--- config.mk ---
export PLATFORM = sky130hd
export DESIGN_NAME = flash_status_poller
export DESIGN_NICKNAME = d
export VERILOG_FILES = /design/src/rtl/flash_poll_pkg.sv /design/src/rtl/poll_eval.sv /design/src/rtl/poll_count.sv /design/src/rtl/flash_status_poller.sv
export SDC_FILE = /design/constraint.sdc
export NUM_CORES = 1
export LEC_CHECK = 0
export ABC_CLOCK_PERIOD_IN_PS = 4700
export BUFFER_PORTS_ARGS = -buffer_cell sky130_fd_sc_hd__buf_2
export CAP_MARGIN = 0
export CELL_PAD_IN_SITES_DETAIL_PLACEMENT = 0
export CELL_PAD_IN_SITES_GLOBAL_PLACEMENT = 1
export CORE_MARGIN = 4
export CORE_UTILIZATION = 43
export CTS_BUF_LIST = sky130_fd_sc_hd__clkbuf_2
export DETAILED_ROUTE_END_ITERATION = 6
export GPL_TIMING_DRIVEN = 0
export PLACE_DENSITY = 0.86
export SYNTH_ARGS = -nofsm -noshare
export SYNTH_HDL_FRONTEND = slang
export SYNTH_HIERARCHICAL = 1
export SYNTH_SLANG_ARGS = --single-unit
--- constraint.sdc ---
create_clock -name clk -period 4.7 [get_ports clk]
set_input_delay 1.175 -clock clk [delete_from_list [all_inputs] [get_ports clk]]
set_output_delay 1.175 -clock clk [all_outputs]
set_load 0.01 [all_outputs]
--- src/rtl/flash_poll_pkg.sv ---
package flash_poll_pkg;

  localparam int BYTE_W   = 8;
  localparam int BIT_DONE = 7;  // data-polling flag
  localparam int BIT_TGL  = 6;  // toggling flag
  localparam int BIT_ERR  = 5;  // error flag

  typedef enum logic [1:0] {
    ST_IDLE,
    ST_REQ,
    ST_WAIT
  } st_e;

  typedef enum logic [1:0] {
    PH_POLL,
    PH_RECHECK,
    PH_VERIFY
  } phase_e;

  typedef enum logic [2:0] {
    DEC_AGAIN,
    DEC_RECHECK,
    DEC_VERIFY,
    DEC_PASS,
    DEC_FAIL
  } dec_e;

endpackage

--- src/rtl/poll_eval.sv ---
module poll_eval
  import flash_poll_pkg::*;
(
  input  logic              mode_toggle,
  input  logic              op_program,
  input  phase_e            phase,
  input  logic              have_prev,
  input  logic              prev_tgl,
  input  logic [BYTE_W-1:0] exp_byte,
  input  logic [BYTE_W-1:0] rsp,
  output dec_e              dec
);

  logic exp_flag;
  logic flag_ok;
  logic tgl_same;
  dec_e settled;

  assign exp_flag = op_program ? exp_byte[BIT_DONE] : 1'b1;
  assign flag_ok  = (rsp[BIT_DONE] == exp_flag);
  assign tgl_same = (rsp[BIT_TGL] == prev_tgl);
  assign settled  = op_program ? DEC_VERIFY : DEC_PASS;

  always_comb begin
    dec = DEC_FAIL;
    unique case (phase)
      PH_VERIFY: dec = (rsp == exp_byte) ? DEC_PASS : DEC_FAIL;
      PH_POLL: begin
        if (!mode_toggle) begin
          if (flag_ok)            dec = settled;
          else if (rsp[BIT_ERR])  dec = DEC_RECHECK;
          else                    dec = DEC_AGAIN;
        end else begin
          if (!have_prev)         dec = DEC_AGAIN;
          else if (tgl_same)      dec = settled;
          else if (rsp[BIT_ERR])  dec = DEC_RECHECK;
          else                    dec = DEC_AGAIN;
        end
      end
      PH_RECHECK: begin
        if (!mode_toggle)         dec = flag_ok ? settled : DEC_FAIL;
        else if (!have_prev)      dec = DEC_AGAIN;
        else                      dec = tgl_same ? settled : DEC_FAIL;
      end
      default: dec = DEC_FAIL;
    endcase
  end

endmodule

--- src/rtl/poll_count.sv ---
module poll_count #(
  parameter int CW = 16
) (
  input  logic          clk,
  input  logic          rst_n,
  input  logic          clr,
  input  logic          inc,
  input  logic [CW-1:0] limit,
  output logic [CW-1:0] count,
  output logic          room
);

  localparam int EW = CW + 1;

  logic [EW-1:0] next_ext;

  assign next_ext = {1'b0, count} + EW'(1);
  // room: the read now completing still leaves space for one more status read
  assign room     = next_ext < {1'b0, limit};

  always_ff @(posedge clk or negedge rst_n) begin
    if (!rst_n)   count <= '0;
    else if (clr) count <= '0;
    else if (inc) count <= next_ext[CW-1:0];
  end

endmodule

--- src/rtl/flash_status_poller.sv ---
module flash_status_poller
  import flash_poll_pkg::*;
#(
  parameter int AW = 16,
  parameter int CW = 16
) (
  input  logic              clk,
  input  logic              rst_n,
  input  logic              start,
  input  logic              op_program,
  input  logic              mode_toggle,
  input  logic [AW-1:0]     addr,
  input  logic [BYTE_W-1:0] exp_data,
  input  logic [CW-1:0]     poll_limit,
  output logic              rd_req_valid,
  input  logic              rd_req_ready,
  output logic [AW-1:0]     rd_addr,
  input  logic              rd_rsp_valid,
  input  logic [BYTE_W-1:0] rd_rsp_data,
  output logic              busy,
  output logic              done,
  output logic              pass,
  output logic              fail,
  output logic              timeout,
  output logic [CW-1:0]     read_count
);

  st_e               state_q;
  phase_e            phase_q;
  logic              prog_q;
  logic              tgl_q;
  logic [AW-1:0]     addr_q;
  logic [BYTE_W-1:0] exp_q;
  logic [CW-1:0]     limit_q;
  logic              have_prev_q;
  logic              prev_tgl_q;

  logic start_take;
  logic rsp_take;
  logic room;
  dec_e dec;

  assign start_take = (state_q == ST_IDLE) && start;
  assign rsp_take   = (state_q == ST_WAIT) && rd_rsp_valid;

  poll_eval u_eval (
    .mode_toggle (tgl_q),
    .op_program  (prog_q),
    .phase       (phase_q),
    .have_prev   (have_prev_q),
    .prev_tgl    (prev_tgl_q),
    .exp_byte    (exp_q),
    .rsp         (rd_rsp_data),
    .dec         (dec)
  );

  poll_count #(.CW(CW)) u_count (
    .clk   (clk),
    .rst_n (rst_n),
    .clr   (start_take),
    .inc   (rsp_take),
    .limit (limit_q),
    .count (read_count),
    .room  (room)
  );

  always_ff @(posedge clk or negedge rst_n) begin
    if (!rst_n) begin
      state_q     <= ST_IDLE;
      phase_q     <= PH_POLL;
      prog_q      <= 1'b0;
      tgl_q       <= 1'b0;
      addr_q      <= '0;
      exp_q       <= '0;
      limit_q     <= '0;
      have_prev_q <= 1'b0;
      prev_tgl_q  <= 1'b0;
      done        <= 1'b0;
      pass        <= 1'b0;
      fail        <= 1'b0;
      timeout     <= 1'b0;
    end else begin
      done    <= 1'b0;
      pass    <= 1'b0;
      fail    <= 1'b0;
      timeout <= 1'b0;
      unique case (state_q)
        ST_IDLE: begin
          if (start) begin
            prog_q      <= op_program;
            tgl_q       <= mode_toggle;
            addr_q      <= addr;
            exp_q       <= exp_data;
            limit_q     <= poll_limit;
            phase_q     <= PH_POLL;
            have_prev_q <= 1'b0;
            state_q     <= ST_REQ;
          end
        end
        ST_REQ: begin
          if (rd_req_ready) state_q <= ST_WAIT;
        end
        ST_WAIT: begin
          if (rd_rsp_valid) begin
            unique case (dec)
              DEC_AGAIN, DEC_RECHECK: begin
                if (!room) begin
                  done    <= 1'b1;
                  fail    <= 1'b1;
                  timeout <= 1'b1;
                  state_q <= ST_IDLE;
                end else begin
                  if (dec == DEC_AGAIN) begin
                    have_prev_q <= 1'b1;
                    prev_tgl_q  <= rd_rsp_data[BIT_TGL];
                  end else begin
                    phase_q     <= PH_RECHECK;
                    have_prev_q <= 1'b0;
                  end
                  state_q <= ST_REQ;
                end
              end
              DEC_VERIFY: begin
                phase_q <= PH_VERIFY;
                state_q <= ST_REQ;
              end
              DEC_PASS: begin
                done    <= 1'b1;
                pass    <= 1'b1;
                state_q <= ST_IDLE;
              end
              default: begin
                done    <= 1'b1;
                fail    <= 1'b1;
                state_q <= ST_IDLE;
              end
            endcase
          end
        end
        default: state_q <= ST_IDLE;
      endcase
    end
  end

  assign rd_req_valid = (state_q == ST_REQ);
  assign rd_addr      = addr_q;
  assign busy         = (state_q != ST_IDLE);

endmodule

==> results.md <==
- Combinational power share: 0.421
- Fin crit period: 4.36 ns
- Initial antenna violation count: 0
- Flop2flop setup slack: 0.34 ns
- P per Cell Area: 489 mW/mm^2
- Sequential-to-total area share from yosys stat: 0.456
- Crit-path cells: ha_1 > nand2_1 > nor4_1 > xor2_1 > ha_1 > o21a_1 > a21oi_1 > o211ai_1 > a221oi_1 > nand2b_1 > or4_4 > mux2_4
- Setup Crit Path Kind: flop to flop
- Crit Path Max Fanout: 6
- R2R Path End: prev_tgl_q
- Post-route cell area: 0.00444 mm^2
- Root Driver: clkbuf_2
- Post-synth top area share: 0.456
- Synth area leaders: dfrtp_1, mux2_2, ha_1
- Rel. slew slack: 0.312
- Worst Setup SP: u_count/count[0]
- Setup WS pre-CTS: 0.385 ns
- Max-cap violations: 0
- Fmax: 230 MHz
- Startpoint types: flop
- Yosys cell types: 52
- Commonest non-fill, non-tap cell in the layout: buf_2
- Worst vdd ir: 0.000366 V
- Io pins: 93
- Synth Cell Area: 0.00373 mm^2
- Switching share of power: 0.359
- Worst Slack Setup Final: 0.343 ns
- First-pass GRT wire length: 13.5 mm
- Routed len/inst: 14.3 um
- Final hold vios: 0
- Worst setup EP type: flop
- GRT Overall Usage: 0.166
- Clock buffer depth: 2
- Slowest cell on crit path: nor4_1
- Initial Util: 0.447
- Post-Route Utilization: 0.532
- CTS buffer count: 9
- HP Class: flop to flop
- Synthesized instance count: 340
- Worst Reg-to-Reg Cells: 12
- Clock Power Share: 0.154
- Via count: 2831
- Chip height: 101 um
- Yosys top cell by area: dfrtp_1
- Total grt overflow: 0
- H-tree depth: 3
- RSZ-0062 raised after global routing: false
- WP depth: 12
- Mean Syn Cell Area: 11.0 um^2
- Synth Register Bits: 68
- TNS Setup: 0 ns
- Die ar.: 0.0102 mm^2
- Latest clock arrival within the worst-skew pair: 0.49 ns
- Std cell rows: 33
- Fin crit share: 0.927
- Final setup viols: 0
- Status: completed
- Critical path required time: 5.10 ns
- Largest net degree at the start of global routing: 69
- Post-synth EDFFs: 0
- Drt pass-1 iters: 4
- Drt drc: 0
- Fill cell count: 782
- Internal power: 1.39 mW
- CTS tree: built
- Core area: 0.00834 mm^2
- Max-slew violations: 0
- R2r startpoint: u_count/count[0]
- Reg clk slew, reported paths: 0.19 ns
- CP Capture Point: prev_tgl_q
- Buffers on Ports: 92
- Critical path arrival: 4.76 ns
- Leakage: 2.19 nW
- Die X: 101 um
- Asr flop ratio synth: 1.00
- WHS: 0.528 ns
- Slew @ Worst Pin: 1.02 ns
- Synthesized Nets: 411
- Most frequent cells in the layout: buf_2, dfrtp_1, mux2_2, inv_1, nor2_1
- WL final: 7.93 mm
- Inst Count DP: 537
- Postcts setup bufs: 0
- Placer Congestion: 0.914
- Tot Pwr: 2.17 mW
- Worst clock skew: 0.0130 ns
- Crit path top cell by count: ha_1
- Layout cell share with drive strength beyond 1: 0.382
- YS warnings: 6
- Ant diodes: 0
- Clock net sink count: 68
- Post-DP HPWL: 6.03 mm
- Crit path max-delay family: simple AND/OR/NAND/NOR gates
- Total net switching power: 0.779 mW
- Sequential Power Share: 0.425
- Area growth syn-to-layout: 19.0%
- Vias in the first global route: 2910
- Nets@finish: 514
- DR vias/cell: 5.12
- Post-cts resize count: 0
- Hold buffers post-CTS: 0
- Synth Flop Type: dfrtp_1
- Final non-filler cell total: 553
- Antenna-violating nets left: 0
- Max stage delay on crit path: 0.81 ns
- 1st-iter DRT viols: 88
- WP buf/inv: 0
- Placed Area: 0.00432 mm^2
[registers in the layout (all words and copies together) (netlist names), 2 cells and up]
| signal | cells |
|---|---|
| rd_addr | 16 |
| phase_q | 2 |
| state_q | 2 |
| exp_q | 8 |
| limit_q | 16 |
| u_count/count | 16 |
[cells by family after synthesis]
family | Yosys count | share of synthesized area
AO/OA/AOI/OAI | 48 | 0.0889
XOR/XNOR | 32 | 0.0752
adder cells (fa/ha/maj) | 16 | 0.0537
buffers and inverters | 41 | 0.0507
flip-flops | 68 | 0.456
multiplexers | 48 | 0.145
AND/OR/NAND/NOR | 87 | 0.130
[layer usage]
metal | vias to the layer above | GRT usage | routed length [um] | part of all wire
li1 | 1394 | - | - | -
met1 | 1364 | 0.205 | 3420 | 0.43
met2 | 66 | 0.280 | 3940 | 0.50
met3 | 7 | 0.0519 | 488 | 0.062
met4 | 0 | 0.0491 | 87 | 0.011
met5 | - | 0 | 0 | 0
[synthesized netlist by cell type, drive strengths merged, types with 5 or more instances]
| library cell | n |
|---|---|
| nand2 | 13 |
| buf | 11 |
| mux2 | 45 |
| nor3 | 5 |
| inv | 27 |
| o21a | 7 |
| a21oi | 13 |
| o21ai | 6 |
| xor2 | 13 |
| nand4 | 5 |
| nand3 | 12 |
| xnor2 | 19 |
| dfrtp | 68 |
| nand2b | 5 |
| and3 | 5 |
| nor2 | 22 |
| ha | 16 |
[worst min path at each step]
stage / startpoint / to / slack [ns] / cells after the start
final: rd_addr[1] / rd_addr[1] / 0.53 / 1
after CTS: rd_addr[1] / rd_addr[1] / 0.53 / 1
after global routing: rd_addr[14] / rd_addr[14] / 0.55 / 1
after floorplan: limit_q[10] / limit_q[10] / 0.48 / 1
after detailed placement: rd_addr[14] / rd_addr[14] / 0.49 / 1
after global placement: rd_addr[3] / rd_addr[3] / 0.49 / 1
[power by group through the flow]
stage / logic, mW / registers (mW) / clock network [mW]
CTS: 0.927 / 0.927 / 0.353
global placement: 0.894 / 0.929 / 0
detailed placement: 0.922 / 0.940 / 0
floorplan: 0.637 / 0.951 / 0
finish: 0.914 / 0.923 / 0.335
global route: 1.02 / 0.954 / 0.380
[area by class of cell]
type	count	area (um^2)	area share
Clock buffer	9	45.0	0.0102
Buffer	14	87.6	0.0197
Timing Repair Buffer	92	463	0.104
Inverter	27	101	0.0228
Sequential cell	68	1700	0.384
Tap cell	105	131	0.0296
Multi-Input combinational cell	231	1840	0.414
Clock inverter	7	67.6	0.0152
[worst register-to-register path, cell delays in order, from the launching register on]
cell and delay (ns):
dfrtp_1 0.48, ha_1 0.29, nand2_1 0.18, nor4_1 0.81
xor2_1 0.17, ha_1 0.35, o21a_1 0.11, a21oi_1 0.23
o211ai_1 0.17, a221oi_1 0.61, nand2b_1 0.11, or4_4 0.44
mux2_4 0.30
(Power assumes the default switching activity.)
